`src/rtl/vexc_pkg.sv`:
```
package vexc_pkg;
  localparam int CSR_AW = 12;
  localparam int CAUSE_ILLEGAL = 2;
  localparam int CAUSE_VIRTUAL = 22;

  typedef enum logic [2:0] {
    IC_PLAIN  = 3'd0,
    IC_CSR    = 3'd1,
    IC_HYPMEM = 3'd2,
    IC_WFI    = 3'd3,
    IC_SRET   = 3'd4,
    IC_SFENCE = 3'd5,
    IC_BAD    = 3'd6
  } instrClass_e;

  typedef struct packed {
    logic              impl;
    logic [1:0]        priv;
    logic              readOnly;
    logic              highHalf;
    logic              userLevel;
    logic              isCounter;
    logic              isSatp;
    logic [CSR_AW-1:0] partner;
  } csrAttr_t;

  typedef struct packed {
    logic load;
    logic raiseIll;
    logic raiseVirt;
  } ctrlStrobe_t;
endpackage

```
`src/rtl/vexc_csr_table.sv`:
```
module vexc_csr_table
  import vexc_pkg::*;
(
  input  logic [CSR_AW-1:0] addr,
  output csrAttr_t          attr
);
  always_comb begin
    attr           = '0;
    attr.priv      = addr[9:8];
    attr.readOnly  = (addr[11:10] == 2'b11);
    attr.userLevel = (addr[9:8] == 2'b00) && (addr[11:10] != 2'b11);
    attr.partner   = addr;
    if (addr[11:5] == 7'h60) begin
      attr.impl      = 1'b1;
      attr.isCounter = 1'b1;
    end else if (addr[11:5] == 7'h64) begin
      attr.impl     = 1'b1;
      attr.highHalf = 1'b1;
      attr.partner  = addr - 12'h080;
    end else begin
      case (addr)
        12'h100, 12'h105, 12'h140, 12'h14D,
        12'h200, 12'h24D, 12'h600, 12'h605,
        12'h300, 12'h810: attr.impl = 1'b1;
        12'h180: begin
          attr.impl   = 1'b1;
          attr.isSatp = 1'b1;
        end
        12'h15D: begin
          attr.impl = 1'b1; attr.highHalf = 1'b1; attr.partner = 12'h14D;
        end
        12'h25D: begin
          attr.impl = 1'b1; attr.highHalf = 1'b1; attr.partner = 12'h24D;
        end
        12'h615: begin
          attr.impl = 1'b1; attr.highHalf = 1'b1; attr.partner = 12'h605;
        end
        12'h890: begin
          attr.impl = 1'b1; attr.highHalf = 1'b1; attr.partner = 12'h810;
        end
        default: attr.impl = 1'b0;
      endcase
    end
  end
endmodule

```
`src/rtl/vexc_ctrl.sv`:
```
module vexc_ctrl
  import vexc_pkg::*;
#(
  parameter int CNT_W = 32
) (
  input  logic             inValid,
  input  logic             virtOn,
  input  logic             guestUser,
  input  logic             xlen32,
  input  logic             vuXlen32,
  input  logic [2:0]       instrClass,
  input  logic             csrWrite,
  input  csrAttr_t         attrSelf,
  input  csrAttr_t         attrLow,
  input  logic [CNT_W-1:0] mCounterEn,
  input  logic [CNT_W-1:0] hCounterEn,
  input  logic             mTrapWait,
  input  logic             mTrapSret,
  input  logic             mTrapVm,
  input  logic             hTrapWait,
  input  logic             hTrapSret,
  input  logic             hTrapVm,
  output ctrlStrobe_t      strobe
);
  localparam int IDX_W = (CNT_W > 1) ? $clog2(CNT_W) : 1;

  csrAttr_t   tgt;
  logic [IDX_W-1:0] idx;
  logic widthOk, hsBase, hsReal, guestBlock, csrIll, csrVirt;
  logic ill, virt;

  always_comb begin
    tgt     = attrSelf.highHalf ? attrLow : attrSelf;
    idx     = attrSelf.partner[IDX_W-1:0];
    widthOk = (virtOn && !guestUser && attrSelf.userLevel) ? vuXlen32 : xlen32;
    hsBase  = tgt.impl && (tgt.priv != 2'b11) && !(csrWrite && tgt.readOnly)
              && !(tgt.isCounter && !mCounterEn[idx]);
    hsReal  = hsBase && !(tgt.isSatp && mTrapVm);
    if (guestUser)
      guestBlock = (tgt.priv == 2'b01) || (tgt.priv == 2'b10)
                   || (tgt.isCounter && !hCounterEn[idx]);
    else
      guestBlock = (tgt.priv == 2'b10) || (tgt.isCounter && !hCounterEn[idx])
                   || (tgt.isSatp && hTrapVm);

    csrIll  = 1'b0;
    csrVirt = 1'b0;
    if (!attrSelf.impl || (attrSelf.highHalf && !widthOk)) csrIll = 1'b1;
    else if (!virtOn)  csrIll = !hsReal;
    else if (!hsBase)  csrIll = 1'b1;
    else               csrVirt = guestBlock;

    ill  = 1'b0;
    virt = 1'b0;
    case (instrClass)
      IC_CSR:    begin ill = csrIll; virt = csrVirt; end
      IC_HYPMEM: virt = virtOn;
      IC_WFI: begin
        if (mTrapWait) ill = 1'b1;
        else if (virtOn) virt = guestUser || hTrapWait;
      end
      IC_SRET: begin
        if (!virtOn) ill = mTrapSret;
        else virt = guestUser || hTrapSret;
      end
      IC_SFENCE: begin
        if (!virtOn) ill = mTrapVm;
        else virt = guestUser || hTrapVm;
      end
      IC_BAD:  ill = 1'b1;
      default: ill = 1'b0;
    endcase

    strobe.load      = inValid;
    strobe.raiseIll  = inValid && ill;
    strobe.raiseVirt = inValid && virt;
  end
endmodule

```
`src/rtl/vexc_datapath.sv`:
```
module vexc_datapath
  import vexc_pkg::*;
#(
  parameter int INSTR_W = 32,
  parameter int CAUSE_W = 5
) (
  input  logic               clk,
  input  logic               rstN,
  input  ctrlStrobe_t        strobe,
  input  logic [INSTR_W-1:0] instrBits,
  output logic               excValid,
  output logic [CAUSE_W-1:0] excCause,
  output logic [INSTR_W-1:0] excTval
);
  localparam logic [CAUSE_W-1:0] CODE_ILL  = CAUSE_W'(CAUSE_ILLEGAL);
  localparam logic [CAUSE_W-1:0] CODE_VIRT = CAUSE_W'(CAUSE_VIRTUAL);

  always_ff @(posedge clk) begin
    if (!rstN) begin
      excValid <= 1'b0;
      excCause <= '0;
      excTval  <= '0;
    end else if (strobe.load && (strobe.raiseIll || strobe.raiseVirt)) begin
      excValid <= 1'b1;
      excCause <= strobe.raiseVirt ? CODE_VIRT : CODE_ILL;
      excTval  <= instrBits;
    end else begin
      excValid <= 1'b0;
      excCause <= '0;
      excTval  <= '0;
    end
  end
endmodule

```
`src/rtl/virt_exc_classifier.sv`:
```
module virt_exc_classifier
  import vexc_pkg::*;
#(
  parameter int INSTR_W = 32,
  parameter int CNT_W   = 32,
  parameter int CAUSE_W = 5
) (
  input  logic               clk,
  input  logic               rstN,
  input  logic               inValid,
  input  logic               virtOn,
  input  logic               guestUser,
  input  logic               xlen32,
  input  logic               vuXlen32,
  input  logic [2:0]         instrClass,
  input  logic [INSTR_W-1:0] instrBits,
  input  logic [11:0]        csrAddr,
  input  logic               csrWrite,
  input  logic [CNT_W-1:0]   mCounterEn,
  input  logic [CNT_W-1:0]   hCounterEn,
  input  logic               mTrapWait,
  input  logic               mTrapSret,
  input  logic               mTrapVm,
  input  logic               hTrapWait,
  input  logic               hTrapSret,
  input  logic               hTrapVm,
  output logic               excValid,
  output logic [CAUSE_W-1:0] excCause,
  output logic [INSTR_W-1:0] excTval
);
  csrAttr_t    attrSelf, attrLow;
  ctrlStrobe_t strobe;

  vexc_csr_table selfLookup_i (.addr(csrAddr),          .attr(attrSelf));
  vexc_csr_table lowLookup_i  (.addr(attrSelf.partner), .attr(attrLow));

  vexc_ctrl #(.CNT_W(CNT_W)) ctrl_i (
    .inValid(inValid), .virtOn(virtOn), .guestUser(guestUser),
    .xlen32(xlen32), .vuXlen32(vuXlen32), .instrClass(instrClass),
    .csrWrite(csrWrite), .attrSelf(attrSelf), .attrLow(attrLow),
    .mCounterEn(mCounterEn), .hCounterEn(hCounterEn),
    .mTrapWait(mTrapWait), .mTrapSret(mTrapSret), .mTrapVm(mTrapVm),
    .hTrapWait(hTrapWait), .hTrapSret(hTrapSret), .hTrapVm(hTrapVm),
    .strobe(strobe)
  );

  vexc_datapath #(.INSTR_W(INSTR_W), .CAUSE_W(CAUSE_W)) dp_i (
    .clk(clk), .rstN(rstN), .strobe(strobe), .instrBits(instrBits),
    .excValid(excValid), .excCause(excCause), .excTval(excTval)
  );
endmodule

```
`config.mk`:
```
export PLATFORM = sky130hd
export DESIGN_NAME = virt_exc_classifier
export DESIGN_NICKNAME = d
export VERILOG_FILES = /design/src/rtl/vexc_pkg.sv /design/src/rtl/vexc_csr_table.sv /design/src/rtl/vexc_ctrl.sv /design/src/rtl/vexc_datapath.sv /design/src/rtl/virt_exc_classifier.sv
export SDC_FILE = /design/constraint.sdc
export NUM_CORES = 1
export LEC_CHECK = 0
export CORE_MARGIN = 4
export CORE_UTILIZATION = 35
export CTS_CLUSTER_SIZE = 24
export DETAILED_ROUTE_END_ITERATION = 16
export PLACE_DENSITY = 0.88
export SLEW_MARGIN = 20
export SYNTH_ARGS = -nofsm -noshare
export SYNTH_HDL_FRONTEND = slang
export SYNTH_SLANG_ARGS = --single-unit
```
`constraint.sdc`:
```
create_clock -name clk -period 7.5 [get_ports clk]
set_input_delay 1.5 -clock clk [delete_from_list [all_inputs] [get_ports clk]]
set_output_delay 1.5 -clock clk [all_outputs]
set_load 0.1 [all_outputs]
```
# Yosys cells after proc, flatten, opt, wreduce, memory -nomap -nowiden

Cells that the tools add are included.

Register bits after elaboration: 38
Output and inout bits: 38
Word-level logic and storage cells: 143
Bits of input ports: 125

Add/sub/neg operators: 2
$lt $le $gt $ge: 1
Reduce and logical (&&, ||, !) cells: 42
Mux-type cells: 48
Equality and inequality tests: 47

Operators with widths:

| operator                                                    | number |
|---|---|
| == test 12 x 9 -> 1 bit (second input constant)             | 12 |
| == test 12 x 10 -> 1 bit (second input constant)            | 8 |
| one-hot mux 12 bit (4 select lines)                         | 2 |
| == test 12 x 11 -> 1 bit (second input constant)            | 6 |
| == test 12 bit (second input constant)                      | 4 |
| two-way mux 1 bit                                           | 36 |
| OR reduction 15 bit                                         | 2 |
| == test 7 bit (second input constant)                       | 4 |
| two-way mux 13 bit                                          | 2 |
| two-way mux 12 bit                                          | 2 |
| subtractor 12 x 8 -> 12 bit (second input constant)         | 2 |
| two-way mux 20 bit                                          | 1 |
| logical AND 1 bit                                           | 17 |
| binary-select mux 1 bit (select 5 bit)                      | 2 |
| one-hot mux 1 bit (5 select lines)                          | 2 |
| == test 3 bit (second input constant)                       | 3 |
| logical NOT 1 bit                                           | 9 |
| logical OR 1 bit                                            | 9 |
| OR reduction 4 bit                                          | 2 |
| == test 2 bit (second input constant)                       | 3 |
| == test 3 x 2 -> 1 bit (second input constant)              | 2 |
| less-than comparator 5 x 6 -> 1 bit (second input constant) | 1 |
| != test 2 bit (second input constant)                       | 3 |
| two-way mux 5 bit                                           | 1 |
| 4 further kinds                                             | 5 |

# Logic depth before layout (Yosys ltp)

Depth after elaboration: 23
Depth in mapped cells: 15
Gate-level depth less buffers: 13

# Hierarchy

A second synthesis with hierarchy kept.

Cells, all modules: 332
Area total of the unflattened synthesis: 3,108.0 um^2

Modules (own cells, without submodules):

| module         | seq. area each (um^2) | area an instance (um^2) | cells an instance | times used |
|---|---|---|---|---|
| vexc_datapath  | 700.7                 | 1,275.0                 | 90                | 1 |
| vexc_ctrl      | 0.0                   | 952.2                   | 102               | 1 |
| vexc_csr_table | 0.0                   | 440.4                   | 70                | 2 |

# Worst setup path before layout

OpenSTA, ideal clock, no wires.

Path kind: input to register
Start: input csrAddr[3]
End: register dp_i.excTval[27]
Data arrival time: 4.039 ns
Buffers on the path: 2
Library setup time: 0.135 ns
Data required time: 7.365 ns
Path slack: 3.326 ns
Cell stages on the path: 13
Path through: buf_2 and4bb_2 nand2_1 o21ai_0 o21ai_0 a21boi_0 inv_1 ha_1 a2111o_1 a2111oi_4 a21o_4 buf_6 a21boi_1

Cells in the longest elaborated chain, start to end: 22
Elaborated cells between the ends (all ways): 99
Those cells by class: add/sub (1); eq/ne (36); mux (32); reduce/logical (30)

Ends and longest elaborated chain:

| item                                                                                 | line                      | text |
|---|---|---|
| start, declared                                                                      | virt_exc_classifier.sv:17 | `input logic [11:0] csrAddr,` |
| parallel branches: the longest is 19 deep, another holds subtractor 12 x 8 -> 12 bit | -                         |  |
| logical OR 1 bit *                                                                   | vexc_datapath.sv:23       | `end else if (strobe.load && (strobe.raiseIll \|\| strobe.raiseVirt)) begin` |
| logical AND 1 bit *                                                                  | vexc_datapath.sv:23       |  |
| AND reduction 2 bit (no line) *                                                      | -                         |  |
| end signal, assigned                                                                 | vexc_datapath.sv:26       | `excTval <= instrBits;` |
| end, declared                                                                        | vexc_datapath.sv:13       | `output logic [INSTR_W-1:0] excTval` |

Every way passes the cells marked *. The select of a mux whose other input is x is not followed.
A chain may end at the register's enable or synchronous reset.

# Worst setup path after layout

Start: input csrAddr[0]
End: register dp_i.excTval[22]

The elaborated chain is that of the path after synthesis.

==> results.py <==
metrics = {
    "clocking": {
        "cts.htree.levels": 2,
        "tritoncts_num_sinks": 35,
        "post-cts-setup-buffers": 0,
        "tritoncts": "built",
        "cts_inserted_buffers": 5,
        "cts.repair.resized": 0,
        "cts_buffer_depth": 2,
        "cts.reportedPaths.clkPinSlew_ns": 0.07,
        "cts-hold-fix-buffers": 0,
        "clock-root-buffer": "sky130_fd_sc_hd__clkbuf_8",
    },
    "timing": {
        "post_route_setup_tns_ns": 0,
        "post-route-min-period_ns": 5.43,
        "max_freq_mhz": 184,
        "final_min_period_over_clock_period_pct": 72.4,
        "finalHoldViolations": 0,
        "relSlewSlack_pct": 32.8,
        "setup_violations": 0,
        "worst-slew-pin-transition_ns": 1.01,
        "drv_slew": 0,
        "timing.final.ws_setup_ns": 2.07,
        "rsz0062_at_grt": "false",
    },
    "min_path": {
        "whs_path_depth": 2,
        "hp-class": "primary input to register",
    },
    "grt": {
        "leftover_overflow_at_the_end_of_global_routing": 0,
        "via_count_of_the_first_global_routing_pass": 2765,
        "groute.usage.overall_pct": 19.0,
        "grt_max_degree": 36,
        "grt_first_pass_wirelength_um": 13400,
        "antenna_violations_before_repair": 0,
    },
    "die": {
        "initial_utilization_pct": 36.0,
        "floorplan.rows": 31,
        "die_w_um": 94.6,
        "num_io_pins": 163,
        "design.core.area_mm2": 0.00729,
        "fp.dieH_um": 94.6,
        "dieArea_mm2": 0.00896,
    },
    "layout": {
        "fraction_of_layout_cells_with_a_size_suffix_above_1_pct": 15.7,
        "antennaDiodeCount": 0,
        "nFillCells": 628,
        "layout-area-overhead-vs-synth_pct": 64.9,
        "layout.cell_area.non_filler_mm2": 0.00433,
        "final_nets": 537,
    },
    "place": {
        "placed_area_mm2": 0.00422,
        "dp_worst_setup_slack_ns": 1.62,
        "place_congestion": 0.963,
        "port_buffers": 160,
        "dp_hpwl_um": 7410,
    },
    "power": {
        "design_power_total_mw": 0.553,
        "leakagePower_nw": 1.55,
        "ir_worst_vdd_uv": 58.8,
        "power_density_over_the_cells_mw_per_mm2": 128,
    },
    "drt": {
        "totalWireLength_um": 8980,
        "route.antenna.remaining_nets": 0,
        "drc": 0,
        "initialDrtViolationCount": 117,
        "wl_per_cell_um": 17.7,
        "vias_per_instance": 5.34,
        "drt-pass1-iter-count": 4,
        "via_count": 2709,
    },
    "logic_synthesis": {
        "yosys.area_share.adder_pct": 2.38,
        "synthSimpleGateAreaFrac_pct": 17.0,
        "netlist_area_mm2": 0.00263,
        "post_synth_inst_count": 258,
        "yosys-mux-area-fraction_pct": 14.9,
        "synth_compound_area_share_pct": 30.9,
        "synthXorXnorAreaFrac_pct": 1.00,
        "yosysUniqueCellTypes": 67,
        "synth_edf_count": 0,
        "syn-mean-instance-area_um2": 10.2,
        "asyncSetResetFlopFracSynth_pct": 0,
        "ys_seq_area_share_pct": 26.7,
        "synth-warning-count": 0,
        "ff_latch_count_synth": 35,
        "synth_top_family_by_area": "compound AO/OA/AOI/OAI gates",
        "ys_dominant_reg_cell": "sky130_fd_sc_hd__dfxtp_1",
    },
    "setup_path": {
        "critPathArrivalTime_ns": 5.59,
        "worst-path-max-fanout": 34,
        "start_kind": "primary input",
        "end_kind": "register",
        "critical_path_class": "primary input to register",
        "critical_path_required_ns": 7.65,
    },
    "job": {
        "max_cap_viol_count": 0,
    },
    "run_status": {
        "status": "finished clean",
    },
}
==> cell usage in the layout (no fill, tap or decap), types with 2 or more instances in the layout <==
master,count
sky130_fd_sc_hd__mux2i_1,2
sky130_fd_sc_hd__a22o_1,3
sky130_fd_sc_hd__a21boi_2,25
sky130_fd_sc_hd__o21a_1,2
sky130_fd_sc_hd__and2_1,2
sky130_fd_sc_hd__o211ai_1,7
sky130_fd_sc_hd__clkdlybuf4s50_1,160
sky130_fd_sc_hd__inv_1,7
sky130_fd_sc_hd__nor3_1,6
sky130_fd_sc_hd__a31oi_1,3
sky130_fd_sc_hd__mux4_2,16
sky130_fd_sc_hd__nor4bb_1,2
sky130_fd_sc_hd__nor3b_1,3
sky130_fd_sc_hd__a211oi_1,5
sky130_fd_sc_hd__a22oi_1,4
sky130_fd_sc_hd__o211a_1,2
sky130_fd_sc_hd__nor4_1,2
sky130_fd_sc_hd__nor2_1,14
sky130_fd_sc_hd__o2111ai_1,2
sky130_fd_sc_hd__o21ai_0,5
sky130_fd_sc_hd__nand3_1,5
sky130_fd_sc_hd__nor4b_1,2
sky130_fd_sc_hd__nor2b_1,8
sky130_fd_sc_hd__clkbuf_8,5
sky130_fd_sc_hd__nand2b_1,2
sky130_fd_sc_hd__o31ai_1,3
sky130_fd_sc_hd__nand2_1,15
sky130_fd_sc_hd__a21oi_1,5
sky130_fd_sc_hd__dfxtp_1,35
sky130_fd_sc_hd__nand4_1,3
sky130_fd_sc_hd__a21boi_1,7
sky130_fd_sc_hd__ha_1,5
sky130_fd_sc_hd__a211oi_2,2
sky130_fd_sc_hd__conb_1,2
sky130_fd_sc_hd__xnor2_1,2
==> per-layer routing <==
metal,vias to the layer above,GRT usage [%],routed length (um)
met5,-,0,0
met4,0,3.61,43
met3,7,3.90,668
met2,119,38.1,5070
met1,1295,20.3,3200
li1,1288,-,-
==> per-stage QoR <==
stage               utilization, %  hold WS (ns)  cells
floorplan                        -          1.65    259
global placement              57.9          2.06    498
detailed placement            57.9          2.06    498
CTS                           59.0          1.75    506
global route                  59.4          1.76    507
finish                        59.4          1.76    507
==> cell type report <==
type | instances | area [um^2] | share of cell area [%]
repair buffers | 162 | 1640 | 37.8
multi-input cells | 195 | 1760 | 40.5
flip-flops and latches | 35 | 701 | 16.2
inverters | 8 | 30.0 | 0.693
clock inverters | 2 | 12.5 | 0.289
well taps | 99 | 124 | 2.86
clock buffers | 6 | 72.6 | 1.68
==> worst max-delay path: stages <==
cell,delay (ns)
sky130_fd_sc_hd__clkdlybuf4s50_1,1.07
sky130_fd_sc_hd__nor4bb_1,0.36
sky130_fd_sc_hd__nand4_1,0.25
sky130_fd_sc_hd__o21ai_0,0.24
sky130_fd_sc_hd__o21ai_0,0.19
sky130_fd_sc_hd__a21boi_0,0.27
sky130_fd_sc_hd__inv_1,0.07
sky130_fd_sc_hd__ha_1,0.20
sky130_fd_sc_hd__a2111o_1,0.38
sky130_fd_sc_hd__a2111oi_4,0.34
sky130_fd_sc_hd__a21o_4,0.53
sky130_fd_sc_hd__a21boi_1,0.16
==> cells in the mapped netlist, types with 6 or more instances <==
library cell               instances  area, um^2
sky130_fd_sc_hd__nor3_1            6        30.0
sky130_fd_sc_hd__a21boi_1          7        52.6
sky130_fd_sc_hd__buf_6             6        67.6
sky130_fd_sc_hd__mux4_2           16         360
sky130_fd_sc_hd__a21boi_2         25         282
sky130_fd_sc_hd__nand2_1          15        56.3
sky130_fd_sc_hd__dfxtp_1          35         701
sky130_fd_sc_hd__inv_1             7        26.3
sky130_fd_sc_hd__nor2_1           14        52.6
sky130_fd_sc_hd__o211ai_1          7        52.6
sky130_fd_sc_hd__buf_2             8        40.0
sky130_fd_sc_hd__nor2b_1           8        50.1
==> cell families (layout without fill, tap and decap cells) <==
family / count (synthesis) / in the layout
xor+xnor: 3 / 3
other cells: 1 / 2
mux: 19 / 19
buf+inv: 29 / 178
fa+ha+maj: 5 / 5
flops: 35 / 35
simple gates: 75 / 75
compound gates: 91 / 91
==> final timing paths <==
kind | startpoint | end | slack [ns]
min | instrBits[23] | dp_i.excTval[23] | 1.76
max | csrAddr[0] | dp_i.excTval[22] | 2.07
==> state kept, by name (all words and copies together) (netlist names) <==
name	count
dp_i.excTval	32
dp_i.excCause	2
dp_i.excValid	1
==> power breakdown <==
part | leakage (nW) | internal (mW) | total (mW) | switching [mW]
combinational | 1.23 | 0.104 | 0.222 | 0.117
clock | 0.0412 | 0.0649 | 0.136 | 0.0707
sequential | 0.285 | 0.194 | 0.196 | 0.00220
Note: power is estimated with default switching activity, not from simulation.
